[src/rtl/dma_desc_pkg.sv]
package dma_desc_pkg;

    // Control word field positions (the write-back format depends on them)
    localparam int DINC_LO   = 30;
    localparam int DSZ_LO    = 28;
    localparam int SINC_LO   = 26;
    localparam int SSZ_LO    = 24;
    localparam int DPRIV_BIT = 21;
    localparam int SPRIV_BIT = 18;
    localparam int ARB_LO    = 14;
    localparam int ARB_W     = 4;
    localparam int CNT_LO    = 4;
    localparam int MODE_LO   = 0;
    localparam int MODE_W    = 3;

    localparam logic [MODE_W-1:0] MODE_STOP  = 3'd0;
    localparam logic [MODE_W-1:0] MODE_BASIC = 3'd1;
    localparam logic [MODE_W-1:0] MODE_AUTO  = 3'd2;

    localparam logic [1:0] STEP_NONE = 2'd3;
    localparam logic [1:0] SIZE_RSVD = 2'd3;

    typedef enum logic [2:0] {
        ST_IDLE,
        ST_PEND,
        ST_ARB,
        ST_RD,
        ST_WR,
        ST_WB,
        ST_FIN
    } eng_st_e;

endpackage

[src/rtl/dma_cfg_check.sv]
module dma_cfg_check
    import dma_desc_pkg::*;
(
    input  logic [1:0]        src_step,
    input  logic [1:0]        dst_step,
    input  logic [1:0]        src_size,
    input  logic [1:0]        dst_size,
    input  logic [MODE_W-1:0] mode,
    output logic              is_stop,
    output logic              is_bad
);
    logic size_bad;
    logic step_bad;
    logic mode_bad;

    always_comb begin
        size_bad = (src_size == SIZE_RSVD) || (dst_size == SIZE_RSVD)
                || (src_size != dst_size);
        step_bad = ((src_step != STEP_NONE) && (src_step < src_size))
                || ((dst_step != STEP_NONE) && (dst_step < dst_size));
        mode_bad = (mode > MODE_AUTO);
        is_stop  = (mode == MODE_STOP);
        is_bad   = !is_stop && (size_bad || step_bad || mode_bad);
    end
endmodule

[src/rtl/dma_addr_gen.sv]
module dma_addr_gen
    import dma_desc_pkg::*;
#(
    parameter int ADDR_W = 32,
    parameter int REM_W  = 11
) (
    input  logic [ADDR_W-1:0] end_addr,
    input  logic [1:0]        step,
    input  logic [REM_W-1:0]  remaining,
    output logic [ADDR_W-1:0] addr
);
    logic [ADDR_W-1:0] items_back;
    logic [ADDR_W-1:0] byte_back;

    always_comb begin
        // items still ahead of this one, excluding itself
        items_back = ADDR_W'(remaining - REM_W'(1));
        byte_back  = items_back << step;
        if (step == STEP_NONE) begin
            addr = end_addr;
        end else begin
            addr = end_addr - byte_back;
        end
    end
endmodule

[src/rtl/dma_desc_engine.sv]
module dma_desc_engine
    import dma_desc_pkg::*;
#(
    parameter int ADDR_W = 32,
    parameter int DATA_W = 32,
    parameter int CNT_W  = 10
) (
    input  logic              clk,
    input  logic              rst_n,
    input  logic              load_valid,
    input  logic [ADDR_W-1:0] load_src_end,
    input  logic [ADDR_W-1:0] load_dst_end,
    input  logic [31:0]       load_ctrl,
    input  logic              chan_req,
    output logic              arb_req,
    input  logic              arb_gnt,
    output logic              mem_rd,
    output logic [ADDR_W-1:0] mem_rd_addr,
    input  logic [DATA_W-1:0] mem_rd_data,
    output logic              mem_wr,
    output logic [ADDR_W-1:0] mem_wr_addr,
    output logic [DATA_W-1:0] mem_wr_data,
    output logic [1:0]        mem_size,
    output logic              mem_rd_priv,
    output logic              mem_wr_priv,
    output logic              desc_wr,
    output logic [31:0]       desc_ctrl,
    output logic              done,
    output logic              cfg_err,
    output logic              busy
);
    localparam int REM_W  = CNT_W + 1;
    localparam int N_SIDE = 2;

    typedef struct packed {
        eng_st_e           st;
        logic [ADDR_W-1:0] src_end;
        logic [ADDR_W-1:0] dst_end;
        logic [31:0]       ctrl;
        logic [REM_W-1:0]  rem;
        logic [REM_W-1:0]  left;
        logic              err;
    } eng_t;

    eng_t eng_d, eng_q;

    function automatic logic [REM_W-1:0] burst_of(input logic [ARB_W-1:0] a);
        if (a >= ARB_W'(CNT_W)) begin
            return REM_W'(1) << CNT_W;
        end
        return REM_W'(1) << a;
    endfunction

    // load-time configuration screen
    logic ld_stop, ld_bad;

    dma_cfg_check u_cfg (
        .src_step (load_ctrl[SINC_LO +: 2]),
        .dst_step (load_ctrl[DINC_LO +: 2]),
        .src_size (load_ctrl[SSZ_LO +: 2]),
        .dst_size (load_ctrl[DSZ_LO +: 2]),
        .mode     (load_ctrl[MODE_LO +: MODE_W]),
        .is_stop  (ld_stop),
        .is_bad   (ld_bad)
    );

    // address generators, one per side (0 = source, 1 = destination)
    logic [ADDR_W-1:0] side_end  [N_SIDE];
    logic [1:0]        side_step [N_SIDE];
    logic [ADDR_W-1:0] side_addr [N_SIDE];

    always_comb begin
        side_end[0]  = eng_q.src_end;
        side_end[1]  = eng_q.dst_end;
        side_step[0] = eng_q.ctrl[SINC_LO +: 2];
        side_step[1] = eng_q.ctrl[DINC_LO +: 2];
    end

    for (genvar g = 0; g < N_SIDE; g++) begin : g_side
        dma_addr_gen #(
            .ADDR_W (ADDR_W),
            .REM_W  (REM_W)
        ) u_addr (
            .end_addr  (side_end[g]),
            .step      (side_step[g]),
            .remaining (eng_q.rem),
            .addr      (side_addr[g])
        );
    end

    // next-state logic
    always_comb begin
        eng_d     = eng_q;
        eng_d.err = 1'b0;
        case (eng_q.st)
            ST_IDLE: begin
                if (load_valid) begin
                    eng_d.src_end = load_src_end;
                    eng_d.dst_end = load_dst_end;
                    eng_d.ctrl    = load_ctrl;
                    eng_d.rem     = REM_W'(load_ctrl[CNT_LO +: CNT_W]) + REM_W'(1);
                    if (ld_bad) begin
                        eng_d.err = 1'b1;
                    end else if (!ld_stop) begin
                        eng_d.st = ST_PEND;
                    end
                end
            end
            ST_PEND: begin
                if (chan_req) begin
                    eng_d.st = ST_ARB;
                end
            end
            ST_ARB: begin
                if (arb_gnt) begin
                    eng_d.left = burst_of(eng_q.ctrl[ARB_LO +: ARB_W]);
                    eng_d.st   = ST_RD;
                end
            end
            ST_RD: begin
                eng_d.st = ST_WR;
            end
            ST_WR: begin
                eng_d.rem  = eng_q.rem - REM_W'(1);
                eng_d.left = eng_q.left - REM_W'(1);
                if (eng_q.rem == REM_W'(1)) begin
                    eng_d.ctrl[CNT_LO +: CNT_W]   = '0;
                    eng_d.ctrl[MODE_LO +: MODE_W] = MODE_STOP;
                    eng_d.st = ST_FIN;
                end else if (eng_q.left == REM_W'(1)) begin
                    eng_d.ctrl[CNT_LO +: CNT_W] = CNT_W'(eng_q.rem - REM_W'(2));
                    eng_d.st = ST_WB;
                end else begin
                    eng_d.st = ST_RD;
                end
            end
            ST_WB: begin
                if (eng_q.ctrl[MODE_LO +: MODE_W] == MODE_AUTO) begin
                    eng_d.st = ST_ARB;
                end else begin
                    eng_d.st = ST_PEND;
                end
            end
            ST_FIN: begin
                eng_d.st = ST_IDLE;
            end
            default: begin
                eng_d.st = ST_IDLE;
            end
        endcase
    end

    always_ff @(posedge clk or negedge rst_n) begin
        if (!rst_n) begin
            eng_q <= '{st: ST_IDLE, default: '0};
        end else begin
            eng_q <= eng_d;
        end
    end

    // outputs
    always_comb begin
        arb_req     = (eng_q.st == ST_ARB);
        mem_rd      = (eng_q.st == ST_RD);
        mem_wr      = (eng_q.st == ST_WR);
        mem_rd_addr = side_addr[0];
        mem_wr_addr = side_addr[1];
        mem_wr_data = mem_rd_data;
        mem_size    = eng_q.ctrl[SSZ_LO +: 2];
        mem_rd_priv = eng_q.ctrl[SPRIV_BIT];
        mem_wr_priv = eng_q.ctrl[DPRIV_BIT];
        desc_wr     = (eng_q.st == ST_WB) || (eng_q.st == ST_FIN);
        desc_ctrl   = eng_q.ctrl;
        done        = (eng_q.st == ST_FIN);
        cfg_err     = eng_q.err;
        busy        = (eng_q.st != ST_IDLE);
    end
endmodule

[config.mk]
export PLATFORM = sky130hd
export DESIGN_NAME = dma_desc_engine
export DESIGN_NICKNAME = d
export VERILOG_FILES = /design/src/rtl/dma_desc_pkg.sv /design/src/rtl/dma_cfg_check.sv /design/src/rtl/dma_addr_gen.sv /design/src/rtl/dma_desc_engine.sv
export SDC_FILE = /design/constraint.sdc
export NUM_CORES = 1
export LEC_CHECK = 0
export ABC_AREA = 0
export ABC_CLOCK_PERIOD_IN_PS = 8300
export BUFFER_PORTS_ARGS = -buffer_cell sky130_fd_sc_hd__buf_2
export CAP_MARGIN = 10
export CORE_MARGIN = 2
export CORE_UTILIZATION = 40
export CTS_CLUSTER_DIAMETER = 60
export DETAILED_ROUTE_END_ITERATION = 10
export HOLD_SLACK_MARGIN = 0.02
export PLACE_DENSITY = 0.59
export SLEW_MARGIN = 40
export SYNTH_ARGS = -nofsm -noshare
export SYNTH_HDL_FRONTEND = slang
export SYNTH_SLANG_ARGS = --single-unit
[constraint.sdc]
create_clock -name clk -period 8.3 [get_ports clk]
set_clock_uncertainty 0.05 [all_clocks]
set_input_delay 1.245 -clock clk [delete_from_list [all_inputs] [get_ports clk]]
set_output_delay 1.245 -clock clk [all_outputs]
set_load 0.005 [all_outputs]
==> results.ini, run 1 <==
[run_status]
outcome = complete, no violations

[final_layout]
multi_input_area_um2 = 6900
final_cell_mix = nand2_1 (327), buf_2 (206), a21oi_1 (125)
final_common_cell = nand2_1
regArea_um2 = 3060
finalNetCount = 1731
fill_cells = 2756
drive_gt1_share_pct = 18.4
post-route-util_pct = 45.6
areaGrowthSynthToFinish_pct = 12.6
final_cell_area_um2 = 12200

[timing]
fin_hold_ws_ns = 0.422
finalSetupViolCount = 0
maxSlewHeadroom_pct = 45.3
final-hold-violation-count = 0
finalCriticalPeriod_ns = 6.45
tns_ns = 0
grt_setup_unrepaired = no
max_freq_mhz = 155
maxSlewViolCount = 0
tightest_slew_ns = 0.821
period_share_pct = 77.8

[worst_setup_path]
crit_chain = inv_1 -> ha_1 -> and2_1 -> nand2_1 -> nor3_1 -> xnor2_1 -> a211oi_1 -> a21oi_1 -> ha_1 -> a21oi_1 -> nor2_1 -> nor3_1 -> a21oi_1 -> a21oi_1 -> o311ai_1 -> xnor2_1 -> o21ai_0 -> buf_2
worst-endpoint-arrival_ns = 5.16
slowest_stage = dfrtp_1
crit_type = flop to output port
r2r_slack_ns = 5.51
worstRegToRegCells = 7
critPathRequiredTime_ns = 7.01
crit_fanout = 13
cp-start-kind = flop
worstSetupEndpointType = output port
path_common_cell = a21oi_1
r2r-start = eng_q[119]$_DFFE_PN0P_
critPathMaxStageDelay_ns = 0.67
regToRegEndpoint = eng_q[6]$_DFFE_PN0P_

[floorplanning]
start_util_pct = 40.5
die_x_um = 168
dieArea_um2 = 28400
ios = 272
die_h_um = 168
core_area_um2 = 26700
fp-row-count = 60

[logic_synthesis]
yosysTopAreaCell = dfrtp_1
synthCells = 1432
syn_area_per_cell_um2 = 7.55
seq_area_frac_synth_pct = 28.2
ys_types = 75
ys_top_cells_by_area = dfrtp_1 (28%), nand2_1 (11%), ha_1 (8.2%)
yosys_register_bits = 122
postSynth.asyncResetShare_pct = 100
synth_ff_type = dfrtp_1
yosysWarnings = 0
synth_edf_count = 0
yosysTopAreaCellShare_pct = 28.2
syn_nets = 1638
netlist_area_um2 = 10800

[placement]
io_buffers = 207
place_area_um2 = 11600
gp_congestion = 0.856
place_hpwl_mm = 22.9

[routing]
wl_mm = 31.3
drtIter0Drc = 614
vias = 10200
detail-route-antenna-nets = 0
wl_per_cell_um = 16.6
drcViolationCount = 0
vias_per_cell = 5.42
dr.pass1.iters = 5

[global_route]
track_usage_pct = 22.0
grt_pass1_vias = 10028
gr-total-overflow = 0
grt_max_degree = 92
grt_antenna_before_repair = 3
grt_pass1_wl_mm = 50.4

[clock_tree]
cts_buffers = 17
clockBufferDepth = 2
post_cts_resize_count = 0
cts_hold_buf = 0
clkTransAtPathRegs_ns = 0.07
clock_sinks = 122
worstSkewPairLatency_ns = 0.43
htreeDepth = 4
ctsRootBufferMaster = clkbuf_16
post-cts-setup-buffer-count = 0
cts_tree = yes

[worst_hold_path]
hold_class = flop to flop
hold_end = desc_ctrl[3]$_DFFE_PN0P_
whs_path_depth = 2
min-delay-start = desc_ctrl[3]$_DFFE_PN0P_

[job]
drv_cap = 0

==> sequential cells by signal, summed over array words and instances (netlist names) <==
name,flops
desc_ctrl,32
cfg_err,1
eng_q,89
==> worst max path at each step <==
stage                                from         endpoint  slack [ns]  depth (start not counted)
detailed placement  eng_q[12]$_DFFE_PN0P_  mem_rd_addr[25]        2.32                         18
CTS                 eng_q[12]$_DFFE_PN0P_  mem_rd_addr[25]        1.81                         18
finish              eng_q[12]$_DFFE_PN0P_  mem_wr_addr[30]        1.85                         18
global placement    eng_q[12]$_DFFE_PN0P_  mem_rd_addr[25]        2.28                         18
global route        eng_q[17]$_DFFE_PN0P_  mem_rd_addr[25]        1.37                         17
floorplan           eng_q[14]$_DFFE_PN0P_  mem_rd_addr[30]        3.26                         19
==> layout make-up <==
class                           count  area share [%]
Multi-Input combinational cell   1143            56.7
Sequential cell                   122            25.1
Timing Repair Buffer              214            9.15
Tap cell                          341            3.50
Clock buffer                       17            3.49
Clock inverter                     15            1.24
Inverter                           27           0.832
Antenna cell                        2          0.0411
==> Yosys cell counts, types with 35 or more instances <==
cell type,number
nand3_1,36
mux2i_1,35
buf_4,68
dfrtp_1,122
a21oi_1,125
o21ai_0,77
xor2_1,38
ha_1,71
xnor2_1,45
nor2_1,115
nand2_1,328
clkbuf_1,66
==> worst max-delay path: cells and delay by family (launching register included) <==
family / cells / cell delay [ns]
xor+xnor: 2 / 0.68
flops: 1 / 0.67
simple gates: 5 / 0.63
buf+inv: 2 / 0.25
fa+ha+maj: 2 / 0.66
compound gates: 7 / 1.83
==> layer usage <==
metal / vias up / global-route usage (%) / part of all wire, %
met3: 49 / 4.30 / 4.8
met5: - / 0 / 0.042
met1: 4772 / 28.9 / 47
met2: 248 / 36.0 / 45
met4: 2 / 7.76 / 2.5
li1: 5129 / - / -
==> logic make-up after synthesis <==
family	after synthesis	share of synthesized area, %
flip-flops	122	28.2
AO/OA/AOI/OAI	359	21.0
buffers and inverters	167	8.20
XOR/XNOR	83	6.72
AND/OR/NAND/NOR	591	23.8
multiplexers	37	3.45
adder cells (fa/ha/maj)	73	8.58
==> through the flow <==
stage                     instances  setup slack, ns
final                          1881             1.85
after global routing           1880             1.37
after CTS                      1879             1.81
after detailed placement       1847             2.32
after global placement         1846             2.28
after floorplan                1432             3.26
Power of run 1 is left out: the tool's default activity adds up to more than one toggle a clock period on the data nets, which glitch-free logic cannot reach.
==> run 2: changes to the inputs <==
--- a/config.mk
+++ b/config.mk
@@ -6,7 +6,7 @@
 export NUM_CORES = 1
 export LEC_CHECK = 0
 export ABC_AREA = 0
-export ABC_CLOCK_PERIOD_IN_PS = 8300
+export ABC_CLOCK_PERIOD_IN_PS = 5800
 export BUFFER_PORTS_ARGS = -buffer_cell sky130_fd_sc_hd__buf_2
 export CAP_MARGIN = 10
 export CORE_MARGIN = 2
@@ -14,7 +14,7 @@
 export CTS_CLUSTER_DIAMETER = 60
 export DETAILED_ROUTE_END_ITERATION = 10
 export HOLD_SLACK_MARGIN = 0.02
-export PLACE_DENSITY = 0.59
+export PLACE_DENSITY = 0.61
 export SLEW_MARGIN = 40
 export SYNTH_ARGS = -nofsm -noshare
 export SYNTH_HDL_FRONTEND = slang
==> constraint.sdc (replaced) <==
create_clock -name clk -period 5.8 [get_ports clk]
set_clock_uncertainty 0.05 [all_clocks]
set_input_delay 0.87 -clock clk [delete_from_list [all_inputs] [get_ports clk]]
set_output_delay 0.87 -clock clk [all_outputs]
set_load 0.005 [all_outputs]
==> results.ini, run 2 (same netlist as run 1, synthesis figures left out) <==
[run_status]
outcome = complete, no violations

[worst_setup_path]
worst-endpoint-arrival_ns = 4.62
cp-start-kind = flop
worstSetupEndpointType = output port
critPathRequiredTime_ns = 4.88
crit_fanout = 29
crit_type = flop to output port
worstRegToRegCells = 7

[timing]
period_share_pct = 95.6
max_freq_mhz = 180
maxSlewViolCount = 0
finalSetupViolCount = 0
tightest_slew_ns = 0.832
fin_hold_ws_ns = 0.196
final-hold-violation-count = 0
finalCriticalPeriod_ns = 5.54
maxSlewHeadroom_pct = 44.5

[clock_tree]
clkTransAtPathRegs_ns = 0.07
cts_hold_buf = 0
ctsRootBufferMaster = clkbuf_16
worstSkewPairLatency_ns = 0.43
htreeDepth = 4
cts_tree = yes
clockBufferDepth = 2
clock_sinks = 122
cts_buffers = 17

[routing]
vias_per_cell = 5.43
dr.pass1.iters = 5
drtIter0Drc = 609
drcViolationCount = 0
vias = 10258
detail-route-antenna-nets = 0
wl_mm = 31.3
wl_per_cell_um = 16.6

[final_layout]
finalNetCount = 1739
multi_input_area_um2 = 7000
fill_cells = 2733
areaGrowthSynthToFinish_pct = 14.3
finalNonFillerCells = 1888
regArea_um2 = 3050
final_cell_mix = nand2_1 (327), buf_2 (206), dfrtp_1 (121)
largest_register_ffs = 89
largest_register = eng_q
final_common_cell = nand2_1
drive_gt1_share_pct = 19.9

[floorplanning]
dieArea_um2 = 28400
fp-row-count = 60
start_util_pct = 40.5
core_area_um2 = 26700
ios = 272
die_h_um = 168
die_x_um = 168

[global_route]
grt_pass1_wl_mm = 49.4
use_met3_pct = 3.67
gr-total-overflow = 0
grt_max_degree = 75
track_usage_pct = 21.7
grt_pass1_vias = 9640
grt_antenna_before_repair = 1
grtUsageMet1_pct = 29.2
use_met2_pct = 35.3
grt.busiest_layer = met2

[worst_hold_path]
hold_class = input pin to asynchronous set/reset pin

[placement]
dp_cells = 1853
gp_congestion = 0.891
io_buffers = 207
place_hpwl_mm = 23.3

[job]
drv_cap = 0

## run 2: cell types whose count changed in the layout (fill, tap and decap cells not counted), moves of 2 or more
cell      previous run  this run
ha_2                 0         2
clkinv_4             1         4
o311ai_2             0         2
buf_4                4        12
a21oi_2             10        15
ha_1                71        69
a21oi_1            125       120
inv_6                8         3
## run 2: repair_timing
| item | in CTS | in global routing |
|---|---|---|
| buffers inserted | 0 | 2 |
| pin swaps | 0 | 2 |
| gates resized for setup | 1 | 23 |
| endpoints found under the setup margin | 1 | 31 |
## run 2: worst max-delay path, cell delays in order (launching register included)
cell	delay (ns)
dfrtp_1	0.49
nor2_4	0.16
or4b_4	0.50
nor3_4	0.22
inv_2	0.30
ha_1	0.48
a21oi_1	0.29
o221a_2	0.25
nor3_1	0.06
a2111oi_0	0.46
o21bai_1	0.14
a32o_1	0.28
a21oi_1	0.27
xnor2_1	0.16
buf_2	0.13
## run 2: layout make-up
cell class	instances	share of cell area, %
clock buffer	18	3.47
tap	341	3.45
antenna	1	0.0202
clock inverter	14	1.33
inverter	27	0.820
timing repair buffer	222	9.58
multi-input combinational	1143	56.6
sequential	122	24.7
## run 2: per-layer routing
metal	wire length [um]	vias up
met4	718	0
met1	14500	4780
met2	14500	291
met3	1560	39
li1	-	5148
met5	0	-
## run 2: path summary, 6_finish.rpt
check	startpoint	end	slack, ns
max	eng_q[18]$_DFFE_PN0P_	mem_rd_addr[31]	0.26
min	rst_n	eng_q[106]$_DFFE_PN0P_	0.20
max reg2reg	eng_q[119]$_DFFE_PN0P_	eng_q[6]$_DFFE_PN0P_	2.93
min reg2reg	desc_ctrl[20]$_DFFE_PN0P_	desc_ctrl[20]$_DFFE_PN0P_	0.43
max in group asynchronous	rst_n	eng_q[14]$_DFFE_PN0P_	4.60
min in group clk	desc_ctrl[20]$_DFFE_PN0P_	desc_ctrl[20]$_DFFE_PN0P_	0.43
## run 2: per-stage QoR
step / area [um^2] / setup WS (ns) / setup TNS (ns) / util [%]
2_1_floorplan: 10800 / 1.14 / 0 / -
3_3_place_gp: 11600 / 0.501 / 0 / 43.4
3_5_place_dp: 11600 / 0.449 / 0 / 43.6
4_1_cts: 12200 / 0.0345 / 0 / 45.8
5_1_grt: 12400 / -0.0198 / -0.0198 / 46.2
6_report: 12400 / 0.257 / 0 / 46.2
Power of run 2 is left out for the same reason.
==> run 3: changes to the inputs <==
--- a/config.mk
+++ b/config.mk
@@ -11,6 +11,7 @@
 export CAP_MARGIN = 10
 export CORE_MARGIN = 2
 export CORE_UTILIZATION = 40
+export CTS_BUF_LIST = sky130_fd_sc_hd__clkbuf_2 sky130_fd_sc_hd__clkbuf_4 sky130_fd_sc_hd__clkbuf_8
 export CTS_CLUSTER_DIAMETER = 60
 export DETAILED_ROUTE_END_ITERATION = 10
 export HOLD_SLACK_MARGIN = 0.02
==> results.ini, run 3 (same netlist as run 1, synthesis figures left out) <==
[final_layout]
final_cell_mix = nand2_1 (327), buf_2 (206), dfrtp_1 (121)
fill_cells = 2766
final_cell_area_um2 = 12200
finalNonFillerCells = 1891
finalNetCount = 1742
multi_input_area_um2 = 7020
areaGrowthSynthToFinish_pct = 13.0
largest_register = eng_q
final_common_cell = nand2_1
drive_gt1_share_pct = 20.3
regArea_um2 = 3050
largest_register_ffs = 89

[placement]
dp_cells = 1853
gp_congestion = 0.891
place_hpwl_mm = 23.3
io_buffers = 207
place_area_um2 = 11600

[global_route]
track_usage_pct = 21.6
grt_max_degree = 75
grt_antenna_before_repair = 1
grt_pass1_wl_mm = 49.3
grt_pass1_vias = 9638
gr-total-overflow = 0

[timing]
finalSetupViolCount = 0
period_share_pct = 95.6
max_freq_mhz = 180
finalCriticalPeriod_ns = 5.54
tightest_slew_ns = 0.832
maxSlewHeadroom_pct = 44.5
final-hold-violation-count = 0
maxSlewViolCount = 0

[routing]
wl_per_cell_um = 16.5
drcViolationCount = 0
vias = 10283
detail-route-antenna-nets = 0
wl_mm = 31.2
drtIter0Drc = 671
vias_per_cell = 5.44
dr.pass1.iters = 5

[floorplanning]
die_h_um = 168
die_x_um = 168
ios = 272
fp-row-count = 60
start_util_pct = 40.5
dieArea_um2 = 28400
core_area_um2 = 26700

[clock_tree]
cts_buffers = 17
clkTransAtPathRegs_ns = 0.09
clockBufferDepth = 2
ctsRootBufferMaster = clkbuf_8
cts_tree = yes
worstSkewPairLatency_ns = 0.47
cts_hold_buf = 0
clock_sinks = 122
htreeDepth = 4

[worst_setup_path]
critPathRequiredTime_ns = 4.88
cp-start-kind = flop
worst-endpoint-arrival_ns = 4.62
crit_fanout = 8
worstRegToRegCells = 7
worstSetupEndpointType = output port
crit_type = flop to output port

[job]
drv_cap = 0

[run_status]
outcome = complete, no violations

[worst_hold_path]
hold_class = input pin to asynchronous set/reset pin

==> run 3: cell types whose count changed in the layout (fill, tap and decap cells not counted), sizes merged <==
cell  delta
buf      +3
==> run 3: timing repair <==
action / 4_1_cts / 5_1_grt
pin swaps: 0 / 4
buffers inserted: 0 / 4
hold endpoints to repair: 0 / 0
resized for setup: 3 / 27
endpoints found under the setup margin: 4 / 30
==> run 3: path summary, 6_finish.rpt <==
path / endpoint / slack [ns] / startpoint
worst max-delay path: mem_rd_addr[31] / 0.26 / eng_q[14]$_DFFE_PN0P_
worst min-delay path: eng_q[106]$_DFFE_PN0P_ / 0.15 / rst_n
worst max register to register: eng_q[6]$_DFFE_PN0P_ / 2.95 / eng_q[119]$_DFFE_PN0P_
min in group clk: desc_ctrl[20]$_DFFE_PN0P_ / 0.43 / desc_ctrl[20]$_DFFE_PN0P_
worst min register to register: desc_ctrl[20]$_DFFE_PN0P_ / 0.43 / desc_ctrl[20]$_DFFE_PN0P_
max in group asynchronous: desc_ctrl[21]$_DFFE_PN0P_ / 4.64 / rst_n
==> run 3: through the flow <==
| step | setup slack (ns) | setup TNS [ns] | util [%] | hold WS [ns] |
|---|---|---|---|---|
| global route | -0.0582 | -0.137 | 45.7 | 0.148 |
| global placement | 0.501 | 0 | 43.4 | 0.404 |
| floorplan | 1.14 | 0 | - | 0.397 |
| CTS | 0.00468 | 0 | 45.1 | 0.139 |
| finish | 0.257 | 0 | 45.7 | 0.154 |
| detailed placement | 0.449 | 0 | 43.6 | 0.411 |
==> run 3: layout make-up <==
type                    count  share of cell area [%]
multi-input cells        1143                    57.4
inverters                  27                   0.849
repair buffers            225                    9.94
clock buffers              18                    1.98
diodes                      1                  0.0205
flip-flops and latches    122                    25.0
clock inverters            14                    1.34
well taps                 341                    3.49
==> run 3: routing by layer <==
| metal | vias up | wire length, um | GRT usage, % |
|---|---|---|---|
| met3 | 48 | 1450 | 3.60 |
| met5 | - | 0 | 0 |
| li1 | 5147 | - | - |
| met1 | 4843 | 14500 | 28.9 |
| met4 | 0 | 733 | 7.38 |
| met2 | 245 | 14500 | 35.3 |
==> run 3: critical path, stage by stage, from the launching register on <==
cell and delay (ns):
dfrtp_2 0.48, inv_1 0.11, ha_2 0.23, nand3_1 0.12, or3_1 0.36, a31o_2 0.28, xor2_2 0.17, mux2i_1 0.23
a21oi_1 0.14, ha_1 0.44, nand2_1 0.16, or4_1 0.56, o22ai_2 0.22, nand3_1 0.10, a21oi_1 0.30, xnor2_1 0.16
buf_2 0.13
Power of run 3 is left out for the same reason.
